## src/rtl/lin_uart_pkg.sv

```systemverilog
package lin_uart_pkg;
  localparam int DW = 8;

  localparam logic [2:0] A_DATA = 3'd0;
  localparam logic [2:0] A_CTRL = 3'd1;
  localparam logic [2:0] A_DIVL = 3'd2;
  localparam logic [2:0] A_DIVH = 3'd3;
  localparam logic [2:0] A_STAT = 3'd4;
  localparam logic [2:0] A_CMD  = 3'd5;

  typedef enum logic [2:0] {
    TX_IDLE, TX_BRK, TX_DELIM, TX_START, TX_DATA, TX_PAR, TX_STOP
  } tx_st_e;

  typedef enum logic [2:0] {
    RX_IDLE, RX_START, RX_DATA, RX_PAR, RX_STOP, RX_HOLD_LOW
  } rx_st_e;

  typedef struct packed {
    logic [1:0] dlm_sel;
    logic [1:0] brk_sel;
    logic       master;
    logic       par_odd;
    logic       par_en;
  } cfg_t;

  // parity bit that completes the requested sense over the data byte
  function automatic logic par_bit(input logic [DW-1:0] d, input logic odd);
    return (^d) ^ odd;
  endfunction

  function automatic logic [4:0] brk_len(input logic [1:0] sel);
    return 5'd13 + {3'b000, sel};
  endfunction

  function automatic logic [4:0] dlm_len(input logic [1:0] sel);
    return 5'd1 + {3'b000, sel};
  endfunction
endpackage

```

## src/rtl/lin_uart_sync.sv

```systemverilog
module lin_uart_sync #(
  parameter int STAGES = 2
) (
  input  logic clk,
  input  logic rst_n,
  input  logic d,
  output logic q
);
  logic [STAGES-1:0] chain;

  always_ff @(posedge clk or negedge rst_n) begin
    if (!rst_n) chain <= '1;
    else        chain <= {chain[STAGES-2:0], d};
  end

  assign q = chain[STAGES-1];
endmodule

```

## src/rtl/lin_uart_tx.sv

```systemverilog
module lin_uart_tx
  import lin_uart_pkg::*;
#(
  parameter int DIV_W = 16
) (
  input  logic             clk,
  input  logic             rst_n,
  input  logic [DIV_W-1:0] div,
  input  logic             par_en,
  input  logic             par_odd,
  input  logic [1:0]       brk_sel,
  input  logic [1:0]       dlm_sel,
  input  logic             hold_full,
  input  logic [DW-1:0]    hold_data,
  input  logic             brk_req,
  output logic             load,
  output logic             brk_take,
  output logic             txd,
  output logic             busy
);
  tx_st_e           st;
  logic [DIV_W-1:0] cnt;
  logic [4:0]       nbits;
  logic [DW-1:0]    sh;
  logic             par_q;
  logic             bit_end;
  logic             pick;

  assign bit_end = (cnt == '0);
  assign busy    = (st != TX_IDLE);

  // a new item may start when idle or when the last bit of a frame/delimiter ends
  assign pick = (st == TX_IDLE) ||
                (bit_end && (st == TX_STOP)) ||
                (bit_end && (st == TX_DELIM) && (nbits == 5'd0));

  assign brk_take = pick && brk_req;
  assign load     = pick && !brk_req && hold_full;

  always_ff @(posedge clk or negedge rst_n) begin
    if (!rst_n) begin
      st    <= TX_IDLE;
      cnt   <= '0;
      nbits <= '0;
      sh    <= '0;
      par_q <= 1'b0;
      txd   <= 1'b1;
    end else if (brk_take) begin
      st    <= TX_BRK;
      txd   <= 1'b0;
      cnt   <= div - 1'b1;
      nbits <= brk_len(brk_sel) - 5'd1;
    end else if (load) begin
      st    <= TX_START;
      txd   <= 1'b0;
      cnt   <= div - 1'b1;
      sh    <= hold_data;
      par_q <= par_bit(hold_data, par_odd);
    end else if (pick) begin
      st  <= TX_IDLE;
      txd <= 1'b1;
    end else if (st != TX_IDLE) begin
      if (!bit_end) begin
        cnt <= cnt - 1'b1;
      end else begin
        cnt <= div - 1'b1;
        case (st)
          TX_BRK: begin
            if (nbits != 5'd0) begin
              nbits <= nbits - 5'd1;
            end else begin
              st    <= TX_DELIM;
              txd   <= 1'b1;
              nbits <= dlm_len(dlm_sel) - 5'd1;
            end
          end
          TX_DELIM: nbits <= nbits - 5'd1;
          TX_START: begin
            st    <= TX_DATA;
            txd   <= sh[0];
            sh    <= sh >> 1;
            nbits <= 5'(DW - 1);
          end
          TX_DATA: begin
            if (nbits != 5'd0) begin
              txd   <= sh[0];
              sh    <= sh >> 1;
              nbits <= nbits - 5'd1;
            end else if (par_en) begin
              st  <= TX_PAR;
              txd <= par_q;
            end else begin
              st  <= TX_STOP;
              txd <= 1'b1;
            end
          end
          TX_PAR: begin
            st  <= TX_STOP;
            txd <= 1'b1;
          end
          default: ;
        endcase
      end
    end
  end
endmodule

```

## src/rtl/lin_uart_rx.sv

```systemverilog
module lin_uart_rx
  import lin_uart_pkg::*;
#(
  parameter int DIV_W    = 16,
  parameter int BRK_BITS = 11
) (
  input  logic             clk,
  input  logic             rst_n,
  input  logic             rxd_s,
  input  logic [DIV_W-1:0] div,
  input  logic             par_en,
  input  logic             par_odd,
  input  logic             master,
  output logic             done,
  output logic [DW-1:0]    data,
  output logic             par_bad,
  output logic             ferr_evt,
  output logic             brk_evt
);
  localparam int LR_W = DIV_W + 5;

  function automatic logic [LR_W-1:0] brk_thresh(input logic [DIV_W-1:0] d);
    return LR_W'(BRK_BITS) * LR_W'(d);
  endfunction

  rx_st_e           st;
  logic [DIV_W-1:0] cnt;
  logic [2:0]       nb;
  logic [DW-1:0]    sh;
  logic             pbit;
  logic [LR_W-1:0]  low_run;
  logic [LR_W-1:0]  thr;
  logic             long_low;
  logic             brk_hit;
  logic             tick;

  assign thr      = brk_thresh(div);
  assign long_low = (low_run == thr);
  assign brk_hit  = !rxd_s && (low_run == thr - 1'b1);
  assign brk_evt  = brk_hit && !master;
  assign tick     = (cnt == '0);

  assign done     = (st == RX_STOP) && tick && rxd_s;
  assign data     = sh;
  assign par_bad  = par_en && (pbit != par_bit(sh, par_odd));
  assign ferr_evt = (st == RX_HOLD_LOW) && rxd_s && !(long_low && !master);

  // saturating count of consecutive low cycles on the line
  always_ff @(posedge clk or negedge rst_n) begin
    if (!rst_n)           low_run <= '0;
    else if (rxd_s)       low_run <= '0;
    else if (!long_low)   low_run <= low_run + 1'b1;
  end

  always_ff @(posedge clk or negedge rst_n) begin
    if (!rst_n) begin
      st   <= RX_IDLE;
      cnt  <= '0;
      nb   <= '0;
      sh   <= '0;
      pbit <= 1'b0;
    end else begin
      case (st)
        RX_IDLE: if (!rxd_s) begin
          st  <= RX_START;
          cnt <= div >> 1;
        end
        RX_START: begin
          if (!tick) cnt <= cnt - 1'b1;
          else if (!rxd_s) begin
            st  <= RX_DATA;
            cnt <= div - 1'b1;
            nb  <= 3'(DW - 1);
          end else st <= RX_IDLE;
        end
        RX_DATA: begin
          if (!tick) cnt <= cnt - 1'b1;
          else begin
            sh  <= {rxd_s, sh[DW-1:1]};
            cnt <= div - 1'b1;
            if (nb != 3'd0) nb <= nb - 3'd1;
            else            st <= par_en ? RX_PAR : RX_STOP;
          end
        end
        RX_PAR: begin
          if (!tick) cnt <= cnt - 1'b1;
          else begin
            pbit <= rxd_s;
            cnt  <= div - 1'b1;
            st   <= RX_STOP;
          end
        end
        RX_STOP: begin
          if (!tick)      cnt <= cnt - 1'b1;
          else if (rxd_s) st  <= RX_IDLE;
          else            st  <= RX_HOLD_LOW;
        end
        RX_HOLD_LOW: if (rxd_s) st <= RX_IDLE;
        default: st <= RX_IDLE;
      endcase
    end
  end
endmodule

```

## src/rtl/lin_uart.sv

```systemverilog
module lin_uart
  import lin_uart_pkg::*;
#(
  parameter int          DIV_W        = 16,
  parameter logic [15:0] DIV_RST      = 16'd16,
  parameter int          SYNC_STAGES  = 2,
  parameter int          BRK_DET_BITS = 11
) (
  input  logic       clk,
  input  logic       rst_n,
  input  logic       wr_en,
  input  logic       rd_en,
  input  logic [2:0] addr,
  input  logic [7:0] wdata,
  output logic [7:0] rdata,
  input  logic       rxd,
  output logic       txd
);
  cfg_t             cfg_q;
  logic [DIV_W-1:0] div_q;
  logic [DW-1:0]    hold_q;
  logic             hold_full;
  logic             brk_pend;
  logic [DW-1:0]    rx_buf;
  logic             rx_full;
  logic             perr_q, ferr_q, ovr_q, brkf_q;

  logic data_wr, rd_data, stat_wr, brk_cmd;
  logic tx_load, brk_take, tx_busy;
  logic rxd_s, rx_done, par_bad, ferr_evt, brk_evt, rx_keep;
  logic [DW-1:0] rx_data;
  logic [7:0] status;

  assign data_wr = wr_en && (addr == A_DATA);
  assign rd_data = rd_en && (addr == A_DATA);
  assign stat_wr = wr_en && (addr == A_STAT);
  assign brk_cmd = wr_en && (addr == A_CMD) && wdata[0];
  assign rx_keep = rx_full && !rd_data;

  lin_uart_sync #(.STAGES(SYNC_STAGES)) u_sync (
    .clk(clk), .rst_n(rst_n), .d(rxd), .q(rxd_s)
  );

  lin_uart_tx #(.DIV_W(DIV_W)) u_tx (
    .clk(clk), .rst_n(rst_n), .div(div_q),
    .par_en(cfg_q.par_en), .par_odd(cfg_q.par_odd),
    .brk_sel(cfg_q.brk_sel), .dlm_sel(cfg_q.dlm_sel),
    .hold_full(hold_full), .hold_data(hold_q), .brk_req(brk_pend),
    .load(tx_load), .brk_take(brk_take), .txd(txd), .busy(tx_busy)
  );

  lin_uart_rx #(.DIV_W(DIV_W), .BRK_BITS(BRK_DET_BITS)) u_rx (
    .clk(clk), .rst_n(rst_n), .rxd_s(rxd_s), .div(div_q),
    .par_en(cfg_q.par_en), .par_odd(cfg_q.par_odd), .master(cfg_q.master),
    .done(rx_done), .data(rx_data), .par_bad(par_bad),
    .ferr_evt(ferr_evt), .brk_evt(brk_evt)
  );

  // configuration registers
  always_ff @(posedge clk or negedge rst_n) begin
    if (!rst_n) begin
      cfg_q <= '0;
      div_q <= DIV_W'(DIV_RST);
    end else if (wr_en) begin
      case (addr)
        A_CTRL: begin
          cfg_q.par_en  <= wdata[0];
          cfg_q.par_odd <= wdata[1];
          cfg_q.master  <= wdata[2];
          cfg_q.brk_sel <= wdata[4:3];
          cfg_q.dlm_sel <= wdata[6:5];
        end
        A_DIVL: div_q[7:0]       <= wdata;
        A_DIVH: div_q[DIV_W-1:8] <= wdata[DIV_W-9:0];
        default: ;
      endcase
    end
  end

  // transmit holding register and break request
  always_ff @(posedge clk or negedge rst_n) begin
    if (!rst_n) begin
      hold_q    <= '0;
      hold_full <= 1'b0;
      brk_pend  <= 1'b0;
    end else begin
      if (data_wr) begin
        hold_q    <= wdata;
        hold_full <= 1'b1;
      end else if (tx_load) begin
        hold_full <= 1'b0;
      end
      if (brk_cmd && cfg_q.master) brk_pend <= 1'b1;
      else if (brk_take)           brk_pend <= 1'b0;
    end
  end

  // receive holding register and error flags (set wins over clear)
  always_ff @(posedge clk or negedge rst_n) begin
    if (!rst_n) begin
      rx_buf  <= '0;
      rx_full <= 1'b0;
      perr_q  <= 1'b0;
      ferr_q  <= 1'b0;
      ovr_q   <= 1'b0;
      brkf_q  <= 1'b0;
    end else begin
      if (rx_done && !rx_keep) begin
        rx_buf  <= rx_data;
        rx_full <= 1'b1;
      end else if (rd_data) begin
        rx_full <= 1'b0;
      end
      if (rx_done && !rx_keep && par_bad) perr_q <= 1'b1;
      else if (stat_wr && wdata[2])       perr_q <= 1'b0;
      if (ferr_evt)                       ferr_q <= 1'b1;
      else if (stat_wr && wdata[3])       ferr_q <= 1'b0;
      if (rx_done && rx_keep)             ovr_q  <= 1'b1;
      else if (stat_wr && wdata[4])       ovr_q  <= 1'b0;
      if (brk_evt)                        brkf_q <= 1'b1;
      else if (stat_wr && wdata[5])       brkf_q <= 1'b0;
    end
  end

  assign status = {1'b0, tx_busy, brkf_q, ovr_q, ferr_q, perr_q, rx_full, !hold_full};

  always_comb begin
    case (addr)
      A_DATA:  rdata = rx_buf;
      A_CTRL:  rdata = {1'b0, cfg_q.dlm_sel, cfg_q.brk_sel, cfg_q.master,
                        cfg_q.par_odd, cfg_q.par_en};
      A_DIVL:  rdata = div_q[7:0];
      A_DIVH:  rdata = 8'(div_q[DIV_W-1:8]);
      A_STAT:  rdata = status;
      default: rdata = 8'h00;
    endcase
  end
endmodule

```

## config.mk

```make
export PLATFORM = sky130hd
export DESIGN_NAME = lin_uart
export DESIGN_NICKNAME = d
export VERILOG_FILES = /design/src/rtl/lin_uart_pkg.sv /design/src/rtl/lin_uart_sync.sv /design/src/rtl/lin_uart_tx.sv /design/src/rtl/lin_uart_rx.sv /design/src/rtl/lin_uart.sv
export SDC_FILE = /design/constraint.sdc
export NUM_CORES = 1
export LEC_CHECK = 0
export BUFFER_PORTS_ARGS = -buffer_cell sky130_fd_sc_hd__buf_4
export CAP_MARGIN = 20
export CORE_MARGIN = 10
export CORE_UTILIZATION = 45
export CTS_BUF_LIST = sky130_fd_sc_hd__clkbuf_4
export DETAILED_ROUTE_END_ITERATION = 7
export GPL_ROUTABILITY_DRIVEN = 0
export PLACE_DENSITY = 0.61
export SYNTH_ARGS = -nofsm -noshare
export SYNTH_HDL_FRONTEND = slang
export SYNTH_SLANG_ARGS = --single-unit
```

## constraint.sdc

```tcl
create_clock -name clk -period 6.6 [get_ports clk]
set_input_delay 1.32 -clock clk [delete_from_list [all_inputs] [get_ports clk]]
set_output_delay 1.32 -clock clk [all_outputs]
set_load 0.03 [all_outputs]
```

==> run metrics, run 1 <==
Resize count post-CTS=0; Root Buffer=clkbuf_4; final hold violation count=0; total DRC errors in the routed layout=0; number of rows created at floorplan=55; detailed-route via count=8,572; clock input transition at the sequential cells of the worst setup and hold paths=0.14 ns; number of hold buffers added after CTS=0; final sum of negative setup slack=0 ns; number of global-route vias before repair=8,167; clock skew=0.02526 ns; DP HPWL=19,230 um; number of distinct library cells after synthesis=87; final core occ=48.34%; top post-synthesis cells by area=dfrtp_1, ha_1, mux2_2; setup repair after global routing missed its margin=false; pin count of the biggest net entering global routing=89; Bufs and invs on worst path=0; P per Cell Area=459.1 mW/mm2; floorplan die area=0.02914 mm2; vertical extent of the die=170.7 um; wire length of the first global-routing pass=43,170 um; Fmax=203.5 MHz; slew of the pin with the lowest slew margin=0.9111 ns; initial standard-cell utilization of the core=45.42%; synthesized net count=1,236; total CTS buffers=17; Crit. Startpoint=div_q[7]$_DFFE_PN0P_; final routed wire length divided by cell count=18.10 um; Critical Path End Type=register; maximum cell stage delay along the critical path=0.62 ns; cell count after synthesis=1,159; count of buffers from port buffering=24; top flip-flop cell by instance count after synthesis=dfrtp_1; number of antenna violations at the first check in global routing=1; 1st-pass router iterations=5; CP Data Arrival Time=5.40 ns; final worst path period need=4.915 ns; number of nets in the layout=1,228; GRT Residual Overflow=0; Max Slew Vio Count=0; yosys warns=0; startpoint of the worst-slack reg-to-reg timing path=div_q[7]$_DFFE_PN0P_; Core ar.=0.02250 mm2; depth of the CTS H-tree=4; flip-flop and latch count after synthesis=134; Vias/cell=5.912; cell taking the most area after synthesis=dfrtp_1; Critical Path Start Type=register; cells along the critical path=ha_1, fa_1, ha_1, a21oi_1, o21ai_1, or2_2, o211ai_1, xnor2_1, nor4b_1, and4b_1, and2_4, nor4_2, mux2_4; share of the cycle needed by the critical path after routing=74.46%; area fraction of the dominant cell type after synthesis=31.83%; hold path startpoint=u_sync.chain[0]$_DFF_PN1_; leakage component of the power=4.543 nW; placed cell count=1,417; family of cells with the greatest summed delay on the critical path=simple AND/OR/NAND/NOR gates; number of max-capacitance violations reported=0; post-synthesis async set-or-reset flop share=100.0%; type of the most critical hold path=reg2reg; Final Instance Count excl. Fillers=1,450; fraction of final layout cells sized beyond drive strength 1=12.71%; register area share after synthesis=32.86%; EDFF count, synth=0; area added between synthesis and finish=6.439%; deepest clock path buffer count=2; post-detailed-route count of antenna-violating nets=0; TritonCTS clock tree=done; Total Wirelength=26,240 um; netlist area before placement=0.01022 mm2; WP data required=7.08 ns; count of clock tree sinks=134; final number of setup-violating endpoints=0; result of the run=finished clean; tightest slew margin relative to the limit=39.05%; number of filler instances in the final layout=2,124; number of I/O pins=25; Overall Global Routing Usage=18.30%; Crit path top cell by count=ha_1; worst setup path class=reg2reg; clock insertion delay at the later pin of the skew report=0.58 ns; largest fanout on the critical path=13; cell type of the slowest stage on the worst timing path=dfrtp_1; First DRT Iteration DRCs=693; setup repair bufs after CTS=0; die width=170.7 um; worst ir drop on vdd=0.1803 mV; average cell area after synthesis=8.818 um2
## power breakdown
group	total [W]	switching, W	internal, W
logic	0.00311	0.00182	0.00129
registers	0.00124	0.000256	0.000986
clock network	0.000644	0.000371	0.000273
## Yosys cell counts, drive strengths merged (9+ instances only)
cell type and n:
a211oi 9, o22ai 14, a22oi 21, ha 48, a21oi 82, mux2 51
or4 9, dfrtp 130, nor2 111, xnor2 57, xor2 27, nand2 97
inv 38, nor3 41, a31oi 9, mux2i 13, nor2b 12, and3 9
o21ai 102, nand3 32, nor4 11, buf 17, fa 13, nand4 13
o211ai 9, clkbuf 45
## stage by stage
stage | instance area, um2 | hold WS [ns] | power, W | worst slack, ns
finish | 10880 | 0.3537 | 0.004994 | 1.685
floorplan | 10220 | 0.3452 | 0.003671 | 2.375
global route | 10880 | 0.3451 | 0.005440 | 1.233
global placement | 10550 | 0.3478 | 0.004281 | 1.784
detailed placement | 10550 | 0.3501 | 0.004327 | 1.707
CTS | 10880 | 0.3446 | 0.004989 | 1.666
## final cells by class
class	count	area (um2)	share of cell area, %
clock buffer	17	127.6	1.173
sequential	134	3358	30.87
timing repair buffer	35	266.5	2.450
inverter	38	142.6	1.311
tap	285	356.6	3.278
antenna	1	2.502	0.02300
clock inverter	15	193.9	1.783
multi-input combinational	925	6430	59.11
## metal layers
metal  global-route usage, %  wire length (um)  vias up  part of all wire (%)
li1                        -                 -     4227                     -
met1                   25.48             12410     4124                    47
met2                   28.58             12160      178                    46
met3                   2.834              1123       43                   4.3
met4                   5.530               543        0                   2.1
met5                       0                 0        -                     0
## final timing paths
| kind | endpoint | slack, ns | cells after the start |
|---|---|---|---|
| max reg2reg | u_rx.low_run[17]$_DFFE_PN0P_ | 1.69 | 13 |
| min reg2reg | u_sync.chain[1]$_DFF_PN1_ | 0.35 | 0 |
| min | u_sync.chain[1]$_DFF_PN1_ | 0.35 | 0 |
| max | u_rx.low_run[17]$_DFFE_PN0P_ | 1.69 | 13 |
| max in group asynchronous | div_q[14]$_DFFE_PN0P_ | 4.59 | 2 |
| min in group asynchronous | u_tx.cnt[10]$_DFFE_PN0P_ | 0.82 | 1 |
## cell families (layout without fill, tap and decap cells)
family / after synthesis / after routing / share of synthesized area (%)
AND/OR/NAND/NOR: 386 / 386 / 18.47
flip-flops: 134 / 134 / 32.86
other: 0 / 1 / 0
multiplexers: 65 / 65 / 7.150
XOR/XNOR: 88 / 88 / 8.166
buffers and inverters: 100 / 105 / 4.224
adder cells (fa/ha/maj): 61 / 61 / 8.423
AO/OA/AOI/OAI: 325 / 325 / 20.70
## state kept, by name (all words and copies together), names as in the netlist, 5 cells and up
register	cells
u_tx.cnt	16
u_tx.nbits	5
u_rx.low_run	21
u_rx.cnt	16
u_rx.data	8
cfg_q	7
rx_buf	8
hold_q	8
u_tx.sh	8
div_q	16
## cell usage in the layout, fill, tap and decap left out, drive strengths merged, types with 14 or more instances in the layout
master / netlist / routed
nor2: 111 / 111
dfrtp: 130 / 130
o21ai: 102 / 102
xnor2: 57 / 57
nand2: 97 / 97
xor2: 27 / 27
nor3: 41 / 41
a21oi: 82 / 82
o22ai: 14 / 14
a22oi: 21 / 21
ha: 48 / 48
buf: 17 / 35
inv: 38 / 44
nand3: 32 / 32
mux2: 51 / 51
clkbuf: 45 / 17
## worst register-to-register path: stages (launching register included)
cell      delay [ns]
dfrtp_1         0.62
ha_1            0.33
fa_1            0.47
ha_1            0.43
a21oi_1         0.24
o21ai_1         0.16
or2_2           0.31
o211ai_1        0.38
xnor2_1         0.18
nor4b_1         0.40
and4b_1         0.60
and2_4          0.33
nor4_2          0.08
mux2_4          0.31
(Power assumes the default switching activity.)
==> run 2, diff against run 1 <==
--- a/config.mk
+++ b/config.mk
@@ -12,7 +12,7 @@
 export CTS_BUF_LIST = sky130_fd_sc_hd__clkbuf_4
 export DETAILED_ROUTE_END_ITERATION = 7
 export GPL_ROUTABILITY_DRIVEN = 0
-export PLACE_DENSITY = 0.61
+export PLACE_DENSITY = 0.63
 export SYNTH_ARGS = -nofsm -noshare
 export SYNTH_HDL_FRONTEND = slang
 export SYNTH_SLANG_ARGS = --single-unit
==> constraint.sdc (replaced) <==
create_clock -name clk -period 4.15 [get_ports clk]
set_input_delay 0.83 -clock clk [delete_from_list [all_inputs] [get_ports clk]]
set_output_delay 0.83 -clock clk [all_outputs]
set_load 0.03 [all_outputs]
==> run 2 against run 1 <==
Against the previous run:
- non-clock buffer count grew 113
- sequential power grew 53%
- die area is the same
- highest routed layer unchanged
- setup slack lost 1.7 ns
- total power grew 100%
- largest power group unchanged
- sequential share of layout area shrank 3.4 points
- routed wire length grew 7.9%
- critical endpoint is now u_rx.low_run[5]$_DFFE_PN0P_
- first-iteration DRC count shrank 0.43%
- clock skew shrank 0.0013 ns
- combinational power grew 130%
- largest cell class unchanged
- clock-buffer cell count grew 1
- register-to-register slack lost 1.7 ns
==> run metrics, run 2 (same netlist as run 1, synthesis figures left out) <==
result of the run=finished clean; die width=170.7 um; Worst Setup Slack, final=0.02595 ns; post-route cell area=0.01223 mm2; area added between synthesis and finish=19.69%; Final Instance Count excl. Fillers=1,564; post-detailed-route count of antenna-violating nets=0; clock skew=0.02394 ns; GRT Residual Overflow=0; Overall Global Routing Usage=19.04%; Critical Path Start Type=register; number of hold buffers added after CTS=0; Critical Path End Type=register; number of flip-flops under the largest register name=21; detailed-route via count=9,123; First DRT Iteration DRCs=690; share of the cycle needed by the critical path after routing=99.37%; tightest slew margin relative to the limit=35.44%; TritonCTS clock tree=done; Total Wirelength=28,310 um; number of nets in the layout=1,342; Root Buffer=clkbuf_4; 1st-pass router iterations=5; placed cell count=1,504; vertical extent of the die=170.7 um; Fmax=242.5 MHz; highest-count cells in the layout ignoring fill and taps=buf_4, dfrtp_1, nor2_1; clock insertion delay at the later pin of the skew report=0.57 ns; Vias/cell=5.833; wire length of the first global-routing pass=44,840 um; deepest clock path buffer count=2; total DRC errors in the routed layout=0; minimum setup slack after placement=-0.1240 ns; floorplan die area=0.02914 mm2; number of rows created at floorplan=55; worst setup path class=reg2reg; CP Data Arrival Time=4.60 ns; final worst path period need=4.124 ns; type of the most critical hold path=in2async; depth of the CTS H-tree=4; slew of the pin with the lowest slew margin=0.9651 ns; clock input transition at the sequential cells of the worst setup and hold paths=0.14 ns; final routed wire length divided by cell count=18.10 um; number of max-capacitance violations reported=0; Core ar.=0.02250 mm2; worst ir drop on vdd=0.4588 mV; number of antenna violations at the first check in global routing=1; pin count of the biggest net entering global routing=90; number of I/O pins=25; Max Slew Vio Count=0; setup repair after global routing missed its margin=true; count of buffers from port buffering=24; largest reg by FF count=u_rx.low_run; Post-DP Area=0.01124 mm2; total CTS buffers=17; most common library cell in the layout ignoring fill and taps=buf_4; final hold violation count=0; final sum of negative setup slack=0 ns; fraction of final layout cells sized beyond drive strength 1=25.74%; WP data required=4.63 ns; largest fanout on the critical path=6; leakage component of the power=5.137 nW; initial standard-cell utilization of the core=45.42%; P per Cell Area=819.2 mW/mm2; DP HPWL=20,480 um; final number of setup-violating endpoints=0; Hold Slack=0.1856 ns; count of clock tree sinks=134; number of global-route vias before repair=8,678
[run 2: layer usage]
metal / track usage, % / vias up / share of wire, %
li1: - / 4466 / -
met1: 25.79 / 4420 / 46
met2: 30.51 / 194 / 48
met3: 2.535 / 43 / 4.0
met4: 6.598 / 0 / 2.1
met5: 0 / - / 0
[run 2: final timing paths]
check	startpoint	to	slack (ns)	cells past startpoint
worst max-delay path	div_q[4]$_DFFE_PN1P_	u_rx.low_run[5]$_DFFE_PN0P_	0.03	14
worst min-delay path	rst_n	u_tx.st[1]$_DFFE_PN0P_	0.19	1
worst max register to register	div_q[4]$_DFFE_PN1P_	u_rx.low_run[5]$_DFFE_PN0P_	0.03	14
worst min register to register	u_sync.chain[0]$_DFF_PN1_	u_sync.chain[1]$_DFF_PN1_	0.36	0
max in group asynchronous	rst_n	u_sync.chain[0]$_DFF_PN1_	3.08	2
min in group clk	u_sync.chain[0]$_DFF_PN1_	u_sync.chain[1]$_DFF_PN1_	0.36	0
[run 2: repair_timing]
item,in CTS,in global routing
cloned,1,1
pin swaps,14,53
setup endpoints to repair,15,22
buffers inserted,7,17
gates resized for setup,21,67
[run 2: layout make-up]
type,instances,area (um2)
fillers,2046,10270
multi-input cells,926,6910
flip-flops and latches,134,3363
repair buffers,148,1147
well taps,285,356.6
clock inverters,14,173.9
inverters,38,142.6
clock buffers,18,135.1
diodes,1,2.502
[run 2: power breakdown]
| group | leakage [nW] | switching, W | internal [W] |
|---|---|---|---|
| Sequential | 1.72 | 0.000329 | 0.00157 |
| Clock | 0.157 | 0.000562 | 0.000430 |
| Combinational | 3.26 | 0.00365 | 0.00348 |
| Total | 5.14 | 0.00454 | 0.00548 |
[run 2: per-stage QoR]
| step | total power, W | util [%] |
|---|---|---|
| 2_1_floorplan | 0.005881 | - |
| 3_3_place_gp | 0.007873 | 49.95 |
| 3_5_place_dp | 0.007934 | 49.95 |
| 4_1_cts | 0.009225 | 52.21 |
| 5_1_grt | 0.01077 | 54.36 |
| 6_report | 0.01002 | 54.36 |
[run 2: critical path, cell delays in order, from the launching register on]
cell and delay [ns]:
dfstp_2 0.61, ha_4 0.22, fa_1 0.59, ha_4 0.24, buf_6 0.12, buf_6 0.11
a31oi_4 0.22, nor3_2 0.08, a311oi_2 0.41, xnor2_1 0.17, nor4b_2 0.18, and4b_2 0.29
and2_4 0.19, or4_4 0.48, a21oi_2 0.12
